===== config.mk =====
export PLATFORM = sky130hd
export DESIGN_NAME = ctx_walker
export DESIGN_NICKNAME = d
export VERILOG_FILES = /design/src/rtl/ctxw_pkg.sv /design/src/rtl/ctxw_index_addr.sv /design/src/rtl/ctxw_ctx_decode.sv /design/src/rtl/ctx_walker.sv
export SDC_FILE = /design/constraint.sdc
export NUM_CORES = 1
export LEC_CHECK = 0
export BUFFER_PORTS_ARGS = -buffer_cell sky130_fd_sc_hd__buf_2
export CELL_PAD_IN_SITES_DETAIL_PLACEMENT = 1
export CELL_PAD_IN_SITES_GLOBAL_PLACEMENT = 2
export CORE_MARGIN = 1.5
export CORE_UTILIZATION = 29
export DETAILED_ROUTE_END_ITERATION = 6
export PLACE_DENSITY = 0.86
export RECOVER_POWER = 50
export SETUP_SLACK_MARGIN = 0.05
export SLEW_MARGIN = 20
export SYNTH_ARGS = -nofsm -noshare
export SYNTH_HDL_FRONTEND = slang
export SYNTH_SLANG_ARGS = --single-unit

===== constraint.sdc =====
create_clock -name clk -period 3.1 [get_ports clk]
set_input_delay 0.31 -clock clk [delete_from_list [all_inputs] [get_ports clk]]
set_output_delay 0.31 -clock clk [all_outputs]
set_load 0.005 [all_outputs]

===== src/rtl/ctxw_pkg.sv =====
package ctxw_pkg;

  localparam int ENTRY_BITS = 128;
  localparam int PAGE_SHIFT = 12;
  localparam int ENTRY_SHIFT = 4;

  typedef enum logic [2:0] {
    ST_IDLE      = 3'd0,
    ST_ROOT_REQ  = 3'd1,
    ST_ROOT_WAIT = 3'd2,
    ST_CTX_REQ   = 3'd3,
    ST_CTX_WAIT  = 3'd4,
    ST_DONE      = 3'd5
  } walk_state_e;

  typedef enum logic [1:0] {
    FLT_NONE        = 2'd0,
    FLT_ROOT_ABSENT = 2'd1,
    FLT_CTX_ABSENT  = 2'd2,
    FLT_MALFORMED   = 2'd3
  } fault_e;

  typedef struct packed {
    fault_e      fault;
    logic        suppress;
    logic [1:0]  ttype;
    logic [2:0]  aw_code;
    logic [2:0]  levels;
    logic [3:0]  domain;
  } ctx_info_t;

endpackage


===== src/rtl/ctxw_index_addr.sv =====
module ctxw_index_addr #(
  parameter int AW        = 48,
  parameter bit MASK_PAGE = 1'b0
) (
  input  logic [AW-1:0] base,
  input  logic [7:0]    idx,
  output logic [AW-1:0] addr
);
  import ctxw_pkg::*;

  localparam int PAD_W = AW - 8 - ENTRY_SHIFT;

  logic [AW-1:0] base_eff;
  logic [AW-1:0] offset;

  generate
    if (MASK_PAGE) begin : g_page
      assign base_eff = {base[AW-1:PAGE_SHIFT], {PAGE_SHIFT{1'b0}}};
    end else begin : g_raw
      assign base_eff = base;
    end
  endgenerate

  assign offset = {{PAD_W{1'b0}}, idx, {ENTRY_SHIFT{1'b0}}};
  assign addr   = base_eff + offset;

endmodule


===== src/rtl/ctxw_ctx_decode.sv =====
module ctxw_ctx_decode #(
  parameter int AW = 48
) (
  input  logic [63:0]         lo,
  input  logic [63:0]         hi,
  output ctxw_pkg::ctx_info_t info,
  output logic [AW-1:0]       pt_root
);
  import ctxw_pkg::*;

  logic       present;
  logic       fpd;
  logic [1:0] tt;
  logic [2:0] aw;
  logic       malformed;

  assign present   = lo[0];
  assign fpd       = lo[1];
  assign tt        = lo[3:2];
  assign aw        = hi[2:0];
  assign malformed = (aw > 3'd4) || (tt == 2'd3);

  always_comb begin
    info    = '0;
    pt_root = '0;
    if (!present) begin
      info.fault    = FLT_CTX_ABSENT;
      info.suppress = fpd;
    end else if (malformed) begin
      info.fault    = FLT_MALFORMED;
      info.suppress = fpd;
    end else begin
      info.fault   = FLT_NONE;
      info.ttype   = tt;
      info.aw_code = aw;
      info.levels  = aw + 3'd2;
      info.domain  = hi[11:8];
      pt_root      = {lo[AW-1:PAGE_SHIFT], {PAGE_SHIFT{1'b0}}};
    end
  end

endmodule


===== src/rtl/ctx_walker.sv =====
module ctx_walker #(
  parameter int AW = 48
) (
  input  logic          clk,
  input  logic          rst_n,
  input  logic          req_valid,
  input  logic [7:0]    req_bus,
  input  logic [7:0]    req_devfn,
  input  logic [AW-1:0] req_root_base,
  output logic          busy,
  output logic          mem_req_valid,
  input  logic          mem_req_ready,
  output logic [AW-1:0] mem_req_addr,
  input  logic          mem_rsp_valid,
  input  logic [127:0]  mem_rsp_data,
  output logic          res_valid,
  input  logic          res_ready,
  output logic [1:0]    res_fault_code,
  output logic          res_suppress,
  output logic [AW-1:0] res_pt_root,
  output logic [2:0]    res_aw_code,
  output logic [2:0]    res_levels,
  output logic [3:0]    res_domain,
  output logic [1:0]    res_ttype
);
  import ctxw_pkg::*;

  walk_state_e   st_q, st_d;
  logic [7:0]    bus_q, devfn_q;
  logic [AW-1:0] base_q, ctx_base_q;
  ctx_info_t     res_q, res_d;
  logic [AW-1:0] root_q, root_d;
  logic          load_req, load_ctx, load_res;

  logic [AW-1:0] root_addr, ctx_addr;
  ctx_info_t     dec_info;
  logic [AW-1:0] dec_root;

  ctxw_index_addr #(.AW(AW), .MASK_PAGE(1'b0)) u_root_addr (
    .base(base_q), .idx(bus_q), .addr(root_addr)
  );

  ctxw_index_addr #(.AW(AW), .MASK_PAGE(1'b1)) u_ctx_addr (
    .base(ctx_base_q), .idx(devfn_q), .addr(ctx_addr)
  );

  ctxw_ctx_decode #(.AW(AW)) u_decode (
    .lo(mem_rsp_data[63:0]), .hi(mem_rsp_data[127:64]),
    .info(dec_info), .pt_root(dec_root)
  );

  // next-state
  always_comb begin
    st_d     = st_q;
    load_req = 1'b0;
    load_ctx = 1'b0;
    load_res = 1'b0;
    res_d    = dec_info;
    root_d   = dec_root;
    unique case (st_q)
      ST_IDLE: if (req_valid) begin
        st_d     = ST_ROOT_REQ;
        load_req = 1'b1;
      end
      ST_ROOT_REQ: if (mem_req_ready) st_d = ST_ROOT_WAIT;
      ST_ROOT_WAIT: if (mem_rsp_valid) begin
        if (mem_rsp_data[0]) begin
          st_d     = ST_CTX_REQ;
          load_ctx = 1'b1;
        end else begin
          st_d        = ST_DONE;
          load_res    = 1'b1;
          res_d       = '0;
          res_d.fault = FLT_ROOT_ABSENT;
          root_d      = '0;
        end
      end
      ST_CTX_REQ: if (mem_req_ready) st_d = ST_CTX_WAIT;
      ST_CTX_WAIT: if (mem_rsp_valid) begin
        st_d     = ST_DONE;
        load_res = 1'b1;
      end
      ST_DONE: if (res_ready) st_d = ST_IDLE;
      default: st_d = ST_IDLE;
    endcase
  end

  // registers
  always_ff @(posedge clk or negedge rst_n) begin
    if (!rst_n) begin
      st_q <= ST_IDLE;
    end else begin
      st_q <= st_d;
    end
  end

  always_ff @(posedge clk or negedge rst_n) begin
    if (!rst_n) begin
      bus_q   <= '0;
      devfn_q <= '0;
      base_q  <= '0;
    end else if (load_req) begin
      bus_q   <= req_bus;
      devfn_q <= req_devfn;
      base_q  <= req_root_base;
    end
  end

  always_ff @(posedge clk or negedge rst_n) begin
    if (!rst_n) begin
      ctx_base_q <= '0;
    end else if (load_ctx) begin
      ctx_base_q <= mem_rsp_data[AW-1:0];
    end
  end

  always_ff @(posedge clk or negedge rst_n) begin
    if (!rst_n) begin
      res_q  <= '0;
      root_q <= '0;
    end else if (load_res) begin
      res_q  <= res_d;
      root_q <= root_d;
    end
  end

  assign busy          = (st_q != ST_IDLE);
  assign mem_req_valid = (st_q == ST_ROOT_REQ) || (st_q == ST_CTX_REQ);
  assign mem_req_addr  = (st_q == ST_CTX_REQ) ? ctx_addr : root_addr;
  assign res_valid     = (st_q == ST_DONE);
  assign res_fault_code = res_q.fault;
  assign res_suppress  = res_q.suppress;
  assign res_pt_root   = root_q;
  assign res_aw_code   = res_q.aw_code;
  assign res_levels    = res_q.levels;
  assign res_domain    = res_q.domain;
  assign res_ttype     = res_q.ttype;

  assert_mem_hold_R11: assert property (@(posedge clk) disable iff (!rst_n)
    (mem_req_valid && !mem_req_ready) |=> (mem_req_valid && $stable(mem_req_addr)));

  assert_res_hold_R10: assert property (@(posedge clk) disable iff (!rst_n)
    (res_valid && !res_ready) |=> (res_valid && $stable(res_fault_code)
      && $stable(res_pt_root) && $stable(res_domain) && $stable(res_suppress)));

  assert_busy_on_result_R10: assert property (@(posedge clk) disable iff (!rst_n)
    res_valid |-> busy);

  assert_req_res_exclusive_R10: assert property (@(posedge clk) disable iff (!rst_n)
    !(mem_req_valid && res_valid));

  assert_root_fault_clean_R3: assert property (@(posedge clk) disable iff (!rst_n)
    (res_valid && res_fault_code == FLT_ROOT_ABSENT) |->
      (!res_suppress && res_pt_root == '0 && res_domain == '0 && res_levels == '0));

  assert_fault_fields_zero_R5: assert property (@(posedge clk) disable iff (!rst_n)
    (res_valid && res_fault_code != FLT_NONE) |->
      (res_pt_root == '0 && res_aw_code == '0 && res_ttype == '0 && res_domain == '0));

  assert_success_wellformed_R8: assert property (@(posedge clk) disable iff (!rst_n)
    (res_valid && res_fault_code == FLT_NONE) |->
      (res_aw_code <= 3'd4 && res_ttype != 2'd3 && !res_suppress));

endmodule


Yosys cells after proc, flatten, opt, wreduce, memory -nomap -nowiden --
Cells that the tools add are included.
Operators by class: add/sub/neg operators 3, magnitude comparators 1, eq/ne operators 12, mux-type cells 31, reductions and logical operators 5
Operators by type and width (number):
- 48-bit 2-to-1 mux | 6
- 48-bit by 12-bit adder with 48-bit output | 2
- 15-bit 2-to-1 mux | 3
- 12-bit 2-to-1 mux | 2
- 3-bit 2-to-1 mux | 8
- 3-bit case mux with 6 select lines | 1
- 2-bit != test, second input constant | 5
- 1-bit 2-to-1 mux | 9
- 3-bit by 2-bit == test with 1-bit output, second input constant | 2
- 3-bit == test, second input constant | 2
- 6-bit AND reduction | 1
- 3-bit by 2-bit adder with 3-bit output, second input constant | 1
- 3-bit by 1-bit == test with 1-bit output, second input constant | 1
- 3-bit > comparator, second input constant | 1
- 3-bit logical NOT | 1
- 3-bit nonzero test | 1
- 2-bit == test, second input constant | 1
- 1-bit logical OR | 2
- 2-bit 2-to-1 mux | 1
- 2-bit by 1-bit != test with 1-bit output, second input constant | 1
- 1-bit case mux with 2 select lines | 1
Storage, ports and cells: register bits after elaboration 178, input port bits 198, output and inout port bits 114

Logic depth before layout (Yosys ltp) --
Gate-level depths: netlist of the first run.
depth in word-level cells 7, depth in mapped cells 10, mapped depth without buffers 9

By module --
A second synthesis of the first run with hierarchy kept.
Unflattened totals: cell total of the unflattened synthesis 748, area, all modules 9781.9 um^2
By module, submodules not included:
- ctx_walker | instances 1, cells each 465, area each 7541.0 um^2, sequential area each 4454.3 um^2
- ctxw_index_addr at u_root_addr | instances 1, cells each 156, area each 1147.4 um^2, sequential area each 0.0 um^2
- ctxw_ctx_decode | instances 1, cells each 78, area each 729.4 um^2, sequential area each 0.0 um^2
- ctxw_index_addr at u_ctx_addr | instances 1, cells each 49, area each 364.1 um^2, sequential area each 0.0 um^2

Worst setup path after synthesis of the first run --
OpenSTA, ideal clock, no wires.
path kind register -> output, start register bus_q[0], end output port mem_req_addr[22], arrival 2.251 ns, data required time 2.790 ns, path slack 0.539 ns, stages on the path, launching flop included 10, cell sequence dfrtp_1 -> ha_1 -> inv_1 -> fa_1 -> nor2b_1 -> o211ai_1 -> a21boi_2 -> o21ai_0 -> a2111o_1 -> a31oi_1
On the way: longest elaborated chain between the ends 2
Ends and longest elaborated chain:
- start, declared | line ctx_walker.sv:29 | logic [7:0] bus_q, devfn_q;
- start signal, assigned | line ctx_walker.sv:103 | bus_q <= req_bus;
- 48-bit by 12-bit adder with 48-bit output | line ctxw_index_addr.sv:25 | assign addr = base_eff + offset;
- 48-bit 2-to-1 mux | line ctx_walker.sv:129 | assign mem_req_addr = (st_q == ST_CTX_REQ) ? ctx_addr : root_addr;
- end, declared | line ctx_walker.sv:13 | output logic [AW-1:0] mem_req_addr,
No other way between the ends.

Final worst setup path of the first run --
start register base_q[4], end output port mem_req_addr[40]
On the way: longest elaborated chain between the ends 2
Ends and longest elaborated chain:
- start, declared | line ctx_walker.sv:30 | logic [AW-1:0] base_q, ctx_base_q;
- start signal, assigned | line ctx_walker.sv:105 | base_q <= req_root_base;
- 48-bit by 12-bit adder with 48-bit output | line ctxw_index_addr.sv:25
- 48-bit 2-to-1 mux | line ctx_walker.sv:129
No other way between the ends.

==> impl_summary.md, run 1 <==
Synthesis
The flip-flop cell with the highest count after synthesis is sky130_fd_sc_hd__dfrtp_1. The sequential-to-total area share from yosys stat is 0.483. Yosys instantiated no cell more often than sky130_fd_sc_hd__nand2_1. The synthesized design contains 153 register bits. The commonest cells after synthesis are 157 x sky130_fd_sc_hd__nand2_1, 153 x sky130_fd_sc_hd__dfrtp_1, 89 x sky130_fd_sc_hd__mux2_2, 86 x sky130_fd_sc_hd__o21ai_0, 33 x sky130_fd_sc_hd__nor2_1.

The biggest area contributor in the post-synthesis netlist is sky130_fd_sc_hd__dfrtp_1. The share of synthesized area in the top cell type comes to 0.483. The gate count of the mapped netlist is 792. The number of flops mapped to enable cells by yosys is 0. In this run the cell area of the synthesized design comes to 7920 sq um.

In the post-synthesis netlist, the biggest area contributors are sky130_fd_sc_hd__dfrtp_1 48%, sky130_fd_sc_hd__mux2_2 13%, sky130_fd_sc_hd__nand2_1 7.4%. The count of unique library cells instantiated by Yosys is 63. The number of warnings reported in the yosys synthesis log is 0. The mean cell area of the mapped netlist is around 10 sq um. The fraction of registers with async set/reset is 1.00.

Die
The I/O pin count is roughly 310. The area of the core region is 26900 sq um. The die extent in x is 168 um.

Row generation in the floorplan step produced 60 rows. In this run the vertical extent of the chip is 168 um. The effective utilization at floorplan is 0.295. The die covers 28300 sq um.

Worst setup path
The number of buffers and inverters on the critical path is 4. At the worst endpoint, the required time is approximately 2.8 ns. Counting buffers and inverters, the worst setup path is 12 cells deep. The worst reg-to-reg setup slack is 0.91 ns. In this run the worst path has a maximum fanout of 7.

The length in cells of the worst reg-to-reg path is 5. The startpoint-to-endpoint class of the critical path is register to output pin. STA puts the critical path data arrival time at 2.86 ns.

Among cell families on the critical path, the largest total delay comes from simple AND/OR/NAND/NOR gates. In this design, the stage delay of the slowest critical-path cell is 0.41 ns. The endpoint of the lowest-slack register-to-register path is ctx_base_q[34]. Walking the worst path, the cells encountered are ha_2 > inv_2 > fa_2 > nor2b_2 > o211ai_1 > a21boi_2 > buf_6 > o21ai_4 > buf_12 > or4_4 > a31oi_1 > buf_2. Among all stages on the critical path, the largest delay is contributed by sky130_fd_sc_hd__or4_4.

The worst setup path is captured at an output pin. The startpoint identified for the worst register-to-register timing path is st_q[2]. The startpoint kind of the worst setup timing path is a register.

Global route
The wire length of the first global-routing pass is 38400 um. Entering global routing, the biggest net connects 88 pins. The all-layer global routing usage is 0.173. The initial antenna violation count came to 7. The total overflow left after global routing is 0. The via count of the first global-routing pass came to a little under 7000.

Power
The net switching power figure is 4370 uW. In this run the power density over the cells is between 1000 and 1500 nW/um^2. VDD sags by at most 0.484 mV.

The switching share of power is 0.397. The leakage power is about 0.0046 uW. The internal power of the cells is ~6600 uW. The relative contribution of sequential cells to total power is 0.346. The part of the power in the clock network is 0.186.

The share of total power dissipated in combinational logic is 0.467. The total power consumption of the routed design is 11000 uW.

Clock network
The CTS tree is built. After clock tree synthesis, the clock-pin slew on the worst setup and hold paths is 0.07 ns. The root buffer cell chosen for the clock tree is sky130_fd_sc_hd__clkbuf_16. The insertion delay to the later sink of the worst-skew pair is 0.42 ns.

The number of hold-repair buffers added at the cts stage is 0. In this run, CTS created clock tree buffers numbering 17. The maximum level of the CTS H-tree is 4. The clock net in this run drives a total of approximately 150 sinks. The largest buffer count on any clock path is 2.

Detailed routing
The count of nets left with antenna violations once routing finished came out at 0. Dividing the detail-routed via count by the number of cells gives 4.82. The first-pass iteration count of the detailed router is 4. After detailed routing, the number of remaining DRC violations is 0. The initial DRC count is 319. After detailed routing, the average wire length per cell comes to 17.6 um. The overall via count from detail_route is 6610. The routed design has around 24000 um of wire.

Hold path
The worst min-delay path endpoint is base_q[41]. The worst min-delay path startpoint is req_root_base[41]. The type of the tightest min-delay check is input pin to register. Counting instances, the worst hold path has a depth of 3.

Placed design
The final weighted congestion in routability-driven placement is 0.815. Buffers placed on the I/O ports in this run total 218. The number of placed cells counting well taps is 1318. After detailed placement, the total cell area comes to 9390 sq um. Once detailed placement completed, the half-perimeter wirelength came to 17500 um.

Cells and area
The share of final-layout standard cells stronger than drive strength 1 is 0.403. The final standard cell area without fillers is 10400 sq um. The growth of design area from synthesis to finish is 30.7%. The count of placed standard cells in the final layout, fillers left out is 1371. The number of nets in the finished design is 1220.

The core utilization of the finished layout is 0.385.

STA
Clock skew on the completed layout was measured at about 0.011 ns. The total of endpoints with negative setup slack in the final report is 5. Setup repair after global routing could not meet its margin everywhere. The worst slew margin relative to its limit is -0.503. The time the worst path needs with I/O delays and setup is between 3 and 4 ns. The final critical-path share of the clock period is 1.02.

The number of hold-slack violations in the final timing report is 0. The final worst-path setup slack is -0.0714 ns. The final number of max-transition violations was 88. For this run, the top clock speed supported by timing is 315 MHz. Across all hold checks on the routed design, the worst slack comes to 0.0842 ns. For the pin with the worst max-slew slack, the measured transition is 2.25 ns.

Status
The checks that failed: max-capacitance violations, max-slew violations, negative setup slack. The flow ran to the end, but the final reports show violations.

Job
Max-cap violations in this run came to 1.
## placed cells by master, fill, tap and decap left out, types with 16 or more instances in the layout
cell	count
sky130_fd_sc_hd__buf_2	204
sky130_fd_sc_hd__nand2_1	156
sky130_fd_sc_hd__dfrtp_1	153
sky130_fd_sc_hd__mux2_2	89
sky130_fd_sc_hd__o21ai_0	81
sky130_fd_sc_hd__nor2_1	31
sky130_fd_sc_hd__buf_4	22
sky130_fd_sc_hd__clkbuf_16	18
sky130_fd_sc_hd__inv_1	16
## worst max path at each step
stage	slack, ns	to	start
final	-0.07	mem_req_addr[40]	base_q[4]
after global routing	-0.20	mem_req_addr[38]	bus_q[0]
after CTS	-0.09	mem_req_addr[40]	bus_q[0]
after detailed placement	0.09	mem_req_addr[34]	bus_q[0]
after global placement	0.17	mem_req_addr[38]	bus_q[0]
after floorplan	0.54	mem_req_addr[22]	bus_q[0]
## power by group through the flow
| stage | combinational, uW | sequential, uW | clock [uW] |
|---|---|---|---|
| floorplan | 2890 | 3570 | 0 |
| global placement | 4630 | 3750 | 0 |
| detailed placement | 4760 | 3810 | 0 |
| CTS | 5100 | 3800 | 2120 |
| global route | 5690 | 3970 | 2200 |
| finish | 5140 | 3810 | 2050 |
## metrics by stage
step	setup WS (ns)	TNS (ns)
2_1_floorplan	0.539	0
3_3_place_gp	0.172	0
3_5_place_dp	0.0928	0
4_1_cts	-0.0856	-0.333
5_1_grt	-0.197	-7.81
6_report	-0.0714	-0.253
## per-layer routing
layer | share of wire | up-vias | wire length, um | GRT usage
li1 | - | 3197 | - | -
met3 | 0.050 | 18 | 1200 | 0.0444
met5 | 0.0014 | - | 35 | 0
met1 | 0.48 | 3230 | 11700 | 0.239
met4 | 0.0082 | 6 | 199 | 0.0400
met2 | 0.46 | 159 | 11100 | 0.273
## sequential cells by signal, summed over array words and instances, names as in the netlist
register        count
ctx_base_q         36
res_aw_code         3
res_fault_code      2
res_domain          4
res_pt_root        36
res_ttype           2
res_suppress        1
st_q                3
base_q             48
bus_q               8
devfn_q             8
res_levels          2
## area by class of cell
cell class	instances	area (sq um)
clock inverters	12	118
fillers	3099	16500
well taps	341	427
flip-flops and latches	153	3830
diodes	4	10.0
repair buffers	253	1460
multi-input cells	571	4000
clock buffers	20	447
inverters	17	63.8
## tightest hold or removal path, delay by kind of cell
kind	cells	cell delay (ns)
buffers and inverters	1	0.07
AOI/OAI and AO/OA	1	0.05
and+or+nand+nor	1	0.03
## repair_timing
action	CTS	global route
pin swaps	14	20
setup endpoints to repair	37	35
endpoints found under the hold margin	0	0
gates cloned	1	0
buffers inserted	12	4
resized for setup	32	22
## logic make-up (layout without fill, tap and decap cells)
| family | count (synthesis) | in the layout | share of synthesized area |
|---|---|---|---|
| adders and majority gates | 9 | 9 | 0.0152 |
| other | 1 | 16 | 0.000473 |
| muxes | 95 | 95 | 0.134 |
| and+or+nand+nor | 269 | 269 | 0.157 |
| AOI/OAI and AO/OA | 161 | 161 | 0.129 |
| xor gates and xnor gates | 25 | 25 | 0.0276 |
| buffers and inverters | 79 | 302 | 0.0537 |
| DFF | 153 | 153 | 0.483 |
(Power assumes the default switching activity.)
==> inputs of run 2 (changes only) <==
--- a/config.mk
+++ b/config.mk
@@ -8,10 +8,10 @@
 export BUFFER_PORTS_ARGS = -buffer_cell sky130_fd_sc_hd__buf_2
 export CELL_PAD_IN_SITES_DETAIL_PLACEMENT = 1
 export CELL_PAD_IN_SITES_GLOBAL_PLACEMENT = 2
-export CORE_MARGIN = 1.5
-export CORE_UTILIZATION = 29
+export CORE_MARGIN = 5
+export CORE_UTILIZATION = 31
 export DETAILED_ROUTE_END_ITERATION = 6
-export PLACE_DENSITY = 0.86
+export PLACE_DENSITY = 0.83
 export RECOVER_POWER = 50
 export SETUP_SLACK_MARGIN = 0.05
 export SLEW_MARGIN = 20
==> constraint.sdc (replaced) <==
create_clock -name clk -period 4 [get_ports clk]
set_input_delay 0.4 -clock clk [delete_from_list [all_inputs] [get_ports clk]]
set_output_delay 0.4 -clock clk [all_outputs]
set_load 0.005 [all_outputs]
==> impl_summary.md, run 2 (synthesis gave the netlist of run 1 again) <==
Worst setup path
The worst setup path is launched from a register. The worst setup path is captured at an output pin. The signal on the critical path passes through ha_1 > inv_1 > fa_1 > nor2b_1 > o211ai_1 > a21boi_2 > buf_4 > o21ai_0 > a2111o_1 > a31oi_1 > buf_2.

The maximum cell stage delay along the critical path was 0.48 ns (+0.07 ns). The critical path required time is 3.60 ns (+0.81 ns). The kind of cell with the highest combined delay along the critical path is compound AO/OA/AOI/OAI gates. The number of buffers and inverters on the critical path is 3 (-1). The standard cell with the maximum stage delay on the critical path is sky130_fd_sc_hd__a2111o_1. The critical path data arrival time is 3.17 ns (+0.31 ns). The startpoint-to-endpoint class of the critical path is register to output pin.

The highest fanout seen on the critical path is 7 (unchanged).

Die
The area of the core region is 25200 sq um (-6.3%). The die extent in x is 170 um (+0.94%). The effective utilization at floorplan is 0.315 (+0.0198). The number of placement rows is 58 (-3.3%). The I/O pin count is 312 (unchanged). The die extent in y is 170 um (+0.94%).

The die area is 28900 sq um (+1.9%).

Clock network
The post-CTS setup buffer count was 0 (-12). The insertion delay to the later sink of the worst-skew pair was 0.42 ns (about the same). The post-cts resize count is 0 (-100%). The largest buffer count on any clock path is 2 (unchanged). The number of hold-repair buffers added at the cts stage is 0 (unchanged).

The clock-pin transition on the worst setup and hold timing paths is 0.07 ns (about the same). The count of clock tree sinks is 153 (unchanged). The CTS tree is built.

The cell at the root of the clock tree is sky130_fd_sc_hd__clkbuf_16. The number of buffers inserted during clock tree synthesis was 17 (unchanged). The maximum level of the CTS H-tree is 4 (unchanged).

Power
The combinational share of power is 0.434 (-0.033). The internal power of the cells is 4930 uW (-26%). The leakage power came to 0.00434 uW (-4.9%). The relative contribution of sequential cells to total power is 0.358 (+0.012).

The part of the power in the clock network is 0.208 (+0.022). The switching share of power is 0.394 (-0.00368). The areal power density over the cells is 828 nW/um^2 (-22%). The net switching power figure came to 3200 uW (-27%). The peak ir drop on the vdd network came to 0.270 mV (-44%).

STA
Setup repair after global routing left no endpoint under its margin. The worst slew margin relative to its limit is -0.646 (-0.143). The final worst-path setup slack is 0.429 ns (+0.501 ns). The time the worst path needs with I/O delays and setup is 3.57 ns. The actual slew at the worst max-slew pin is 2.47 ns (+0.214 ns). Timing would allow up to 280 MHz. The final number of max-transition violations is 92 (+4.5%). The number of hold-slack violations in the final timing report is 0 (unchanged).

The final critical-path share of the clock period is 0.893. The total of endpoints with negative setup slack in the final report came to 0 (-5). The total negative slack is 0 ns (+0.253 ns).

The final worst clock skew is 0.0117 ns (+0.000496 ns).

Global route
The initial antenna violation count came to 3 (-4). The all-layer global routing usage came to 0.167 (-0.00595). The aggregate global routing overflow is 0 (unchanged). The pin count of the biggest net entering global routing came to 92 (+4.5%). The wire length of the first global-routing pass came to 38600 um (+0.67%).

The via count of the first global-routing pass is 6831 (+0.54%).

Detailed routing
The initial DRC count is 306 (-4.1%). The routed wire length came to 24000 um (-0.72%). The number of remaining DRC errors is 0 (unchanged).

The first-pass iteration count of the detailed router is 4 (unchanged). The average wire per cell in the routed design is 18.0 um (+2.2%). The detailed-route vias per instance was 4.86 (+0.75%). The overall via count from detail_route is 6470 (-2.1%). The number of nets still failing antenna checks after routing came to 0 (unchanged).

Placed design
The worst setup slack before clock tree synthesis was 0.844 ns (+0.752 ns). The number of buffers inserted by port buffering was 218 (unchanged). The HPWL after detailed placement was 17800 um (+1.4%). The final weighted congestion in routability-driven placement is 0.797 (-2.2%).

Cells and area
The growth of design area from synthesis to finish is 23.7%. The number of nets in the finished design is 1195 (-2.0%). In the layout the commonest cells are 192 x sky130_fd_sc_hd__buf_2, 156 x sky130_fd_sc_hd__nand2_1, 153 x sky130_fd_sc_hd__dfrtp_1. The share of final-layout standard cells stronger than drive strength 1 was 0.345 (-0.0579).

Leaving out fill and tap cells, the most frequent cell in the layout is sky130_fd_sc_hd__buf_2. The register bank with the most flops is base_q. The number of flip-flops under the largest register name is 48 (unchanged).

Status
The run finished, with violations left. The final reports fail on max-capacitance violations, max-slew violations.

Hold path
In this run the worst hold path is classified as input pin to register.

Job
The max-capacitance violation count is 1 (unchanged).
## run 2: final timing paths
path / start / to / slack [ns] / depth (start not counted)
min: req_bus[1] / bus_q[1] / 0.19 / 3
max reg2reg: st_q[0] / base_q[10] / 1.57 / 4
max: base_q[4] / mem_req_addr[22] / 0.43 / 11
min reg2reg: res_fault_code[1] / res_fault_code[1] / 0.48 / 1
min in group asynchronous: rst_n / res_pt_root[42] / 0.71 / 1
max in group asynchronous: rst_n / base_q[32] / 1.32 / 2
## run 2: power by group through the flow
stage | logic, uW | clock network [uW] | registers (uW)
final | 3520 | 1690 | 2910
after global placement | 3540 | 0 | 2900
after detailed placement | 3640 | 0 | 2940
after global routing | 3960 | 1820 | 3040
after floorplan | 2240 | 0 | 2770
after CTS | 3650 | 1740 | 2910
## run 2: area by class of cell
| cell class | instances | area [sq um] |
|---|---|---|
| fillers | 2935 | 15400 |
| flip-flops and latches | 153 | 3830 |
| multi-input cells | 571 | 3740 |
| repair buffers | 228 | 1150 |
| clock buffers | 20 | 437 |
| well taps | 330 | 413 |
| clock inverters | 12 | 166 |
| inverters | 17 | 63.8 |
| diodes | 1 | 2.50 |
## run 2: per-stage QoR
step	power, uW	std cells	cell area (sq um)	utilization	hold WS (ns)
finish	8120	1332	9810	0.389	0.190
global route	8820	1331	9800	0.389	0.175
CTS	8310	1331	9850	0.391	0.114
detailed placement	6580	1299	9240	0.367	0.469
global placement	6440	1299	9240	0.367	0.457
floorplan	5010	803	7970	-	0.104
## run 2: worst register-to-register path, cell delays in order (launching register included)
cell and delay (ns):
sky130_fd_sc_hd__dfrtp_1 0.54, sky130_fd_sc_hd__or3_1 0.47, sky130_fd_sc_hd__nor2_4 0.09, sky130_fd_sc_hd__buf_4 0.65, sky130_fd_sc_hd__mux2_2 0.57
## run 2: metal layers
layer | global-route usage | vias up | wire, um
met1 | 0.238 | 3150 | 11600
met5 | 0 | - | 28
met2 | 0.261 | 163 | 10800
met3 | 0.0365 | 26 | 1230
li1 | - | 3125 | -
met4 | 0.0427 | 6 | 292
==> inputs of run 3 (changes only) <==
==> constraint.sdc (replaced) <==
create_clock -name clk -period 4.4 [get_ports clk]
set_input_delay 0.44 -clock clk [delete_from_list [all_inputs] [get_ports clk]]
set_output_delay 0.44 -clock clk [all_outputs]
set_load 0.005 [all_outputs]
==> impl_summary.md, run 3 (synthesis gave the netlist of run 1 again) <==
Status
The run finished, with violations left. The checks that failed: max-capacitance violations, max-slew violations.

Worst setup path
The critical path data arrival time came to 3.34 ns (+0.17 ns). The highest fanout seen on the critical path is 16 (+9). The endpoint identified for the worst register-to-register timing path is base_q[2]. The critical register-to-register path startpoint is st_q[0]. The most critical setup path has its endpoint at mem_req_addr[40].

In this run the worst setup path begins at base_q[4]. The worst setup path is of the register to output pin kind. The startpoint kind of the worst setup timing path is a register. The worst setup path is captured at an output pin. The critical path required time is 3.96 ns (+0.36 ns). The length in cells of the worst reg-to-reg path is 4 (unchanged). The worst reg-to-reg setup slack is 1.81 ns (+0.24 ns).

Detailed routing
The routed wire length is 24200 um (+1.0%). The initial DRC count is 303 (-0.98%). The number of remaining DRC errors is 0 (unchanged). The overall via count from detail_route is 6455 (-0.23%). The detailed-route vias per instance is 4.85 (about the same). The first-pass iteration count of the detailed router was 4 (unchanged). The number of nets still failing antenna checks after routing is 0 (unchanged). The average wire per cell in the routed design is 18.2 um (+1.2%).

Power
The leakage power is 0.00433 uW (-0.21%). The peak ir drop on the vdd network is 0.253 mV (-6.1%). The areal power density over the cells is 751 nW/um^2 (-9.4%).

The total power consumption of the routed design is 7340 uW (-9.7%).

Clock network
The cell at the root of the clock tree is sky130_fd_sc_hd__clkbuf_16. The number of buffers inserted during clock tree synthesis is 17 (unchanged). The largest buffer count on any clock path came to 2 (unchanged). The post-cts resize count is 0 (unchanged).

The maximum level of the CTS H-tree is 4 (unchanged). TritonCTS built the clock tree. The insertion delay to the later sink of the worst-skew pair was 0.42 ns (about the same). The count of clock tree sinks is 153 (unchanged). The clock-pin transition on the worst setup and hold timing paths came to 0.07 ns (about the same). The number of hold-repair buffers added at the cts stage is 0 (unchanged). The post-CTS setup buffer count is 0 (unchanged).

STA
The total negative slack is 0 ns (unchanged). The actual slew at the worst max-slew pin is 2.32 ns (-0.153 ns). In the finished design, the share of the clock period the worst path needs comes to 0.859. The final number of max-transition violations is 88 (-4.3%). The worst slew margin relative to its limit came to -0.544 (+0.102). The final worst clock skew is 0.00743 ns (-0.00423 ns). The final worst-path setup slack is 0.619 ns (+0.190 ns). Setup repair after global routing left no endpoint under its margin.

The total of endpoints with negative setup slack in the final report is 0 (unchanged). The number of hold-slack violations in the final timing report is 0 (unchanged). The highest attainable clock frequency is 264 MHz. The time the worst path needs with I/O delays and setup is 3.78 ns.

Cells and area
The number of diodes added for antenna fixing is 0 (-1). Ranked by flip-flop count, first place goes to base_q. The core utilization of the finished layout was 0.388 (-0.00134). The number of flip-flops under the largest register name is 48 (unchanged). The library cell used most frequently in the layout, excluding fill and tap cells, is sky130_fd_sc_hd__buf_2.

The number of nets in the finished design is 1194 (-0.084%). The growth of design area from synthesis to finish is 23.3%. The share of final-layout standard cells stronger than drive strength 1 is 0.349 (+0.00434). The fill cell total of the finished layout is 2949 (+0.48%).

Leaving out fill and tap cells, the most frequent cells in the layout are 196 x sky130_fd_sc_hd__buf_2, 156 x sky130_fd_sc_hd__nand2_1, 153 x sky130_fd_sc_hd__dfrtp_1.

Die
The die extent in y is 170 um (unchanged). The die area came to 28900 sq um (unchanged). The I/O pin count is 312 (unchanged). The number of placement rows is 58 (unchanged). The die extent in x is 170 um (unchanged). The effective utilization at floorplan is 0.315 (unchanged). The area of the core region came to 25200 sq um (unchanged).

Placed design
The number of buffers inserted by port buffering was 218 (unchanged). The final weighted congestion in routability-driven placement is 0.794 (-0.33%). The worst setup slack before clock tree synthesis was 1.02 ns (+0.174 ns). The HPWL after detailed placement was 17800 um (+0.16%).

Global route
The all-layer global routing usage is 0.168 (+0.000776). The pin count of the biggest net entering global routing is 88 (-4.3%). The initial antenna violation count is 4 (+1). The via count of the first global-routing pass is 6691 (-2.0%). The aggregate global routing overflow was 0 (unchanged).

The wire length of the first global-routing pass is 38500 um (-0.39%).

Hold path
The worst hold path belongs to the class input pin to register.

Job
The max-capacitance violation count came to 1 (unchanged).
[run 3: cell types whose count changed in the layout (fill, tap and decap cells not counted)]
cell,change
sky130_fd_sc_hd__clkbuf_8,+1
sky130_fd_sc_hd__clkinv_4,-2
sky130_fd_sc_hd__clkinvlp_4,+2
sky130_fd_sc_hd__buf_2,+4
sky130_fd_sc_hd__inv_6,+2
sky130_fd_sc_hd__clkbuf_1,-4
sky130_fd_sc_hd__inv_8,-1
sky130_fd_sc_hd__diode_2,-1
sky130_fd_sc_hd__buf_12,-1
sky130_fd_sc_hd__buf_1,-1
sky130_fd_sc_hd__bufinv_16,-1
[run 3: routing by layer]
layer,wire [um],track usage,vias up,part of all wire
li1,-,-,3126,-
met1,11500,0.240,3154,0.47
met2,11200,0.263,148,0.46
met3,1410,0.0411,19,0.058
met4,144,0.0305,8,0.0059
met5,34,0,-,0.0014
[run 3: critical path, stage by stage (launching register included)]
cell and delay [ns]:
sky130_fd_sc_hd__dfrtp_1 0.35, sky130_fd_sc_hd__ha_1 0.18, sky130_fd_sc_hd__inv_1 0.06, sky130_fd_sc_hd__fa_1 0.40, sky130_fd_sc_hd__nor2b_1 0.16, sky130_fd_sc_hd__o211ai_1 0.12, sky130_fd_sc_hd__a21boi_2 0.41, sky130_fd_sc_hd__o21ai_1 0.21
sky130_fd_sc_hd__buf_4 0.24, sky130_fd_sc_hd__or4_1 0.41, sky130_fd_sc_hd__a31oi_1 0.23, sky130_fd_sc_hd__buf_2 0.15
[run 3: per-stage QoR]
step	cell area, sq um	cells	hold WS, ns
3_3_place_gp	9220	1298	0.457
5_1_grt	9770	1330	0.208
4_1_cts	9810	1330	0.141
6_report	9770	1330	0.224
2_1_floorplan	7970	803	0.144
3_5_place_dp	9220	1298	0.466
[run 3: area by class of cell]
| cell class | count | area [sq um] | area share |
|---|---|---|---|
| Clock buffer | 20 | 447 | 0.0457 |
| Multi-Input combinational cell | 571 | 3740 | 0.383 |
| Tap cell | 330 | 413 | 0.0423 |
| Timing Repair Buffer | 227 | 1140 | 0.117 |
| Clock inverter | 12 | 140 | 0.0143 |
| Sequential cell | 153 | 3830 | 0.392 |
| Inverter | 17 | 63.8 | 0.00653 |
[run 3: worst min path at each step]
stage                      startpoint              end  slack [ns]  cells past startpoint
floorplan                       rst_n        base_q[0]        0.14                      0
global placement      res_pt_root[24]  res_pt_root[24]        0.46                      2
detailed placement    res_pt_root[41]  res_pt_root[41]        0.47                      2
CTS                             rst_n  res_pt_root[42]        0.14                      1
global route        req_root_base[26]       base_q[26]        0.21                      3
finish               req_root_base[5]        base_q[5]        0.22                      3
[run 3: power by group]
part | switching (uW) | internal (uW) | total [uW] | leakage [uW]
Sequential | 547 | 2100 | 2650 | 0.00191
Clock | 644 | 861 | 1500 | 0.000278
Combinational | 1730 | 1460 | 3190 | 0.00214
Total | 2920 | 4420 | 7340 | 0.00433
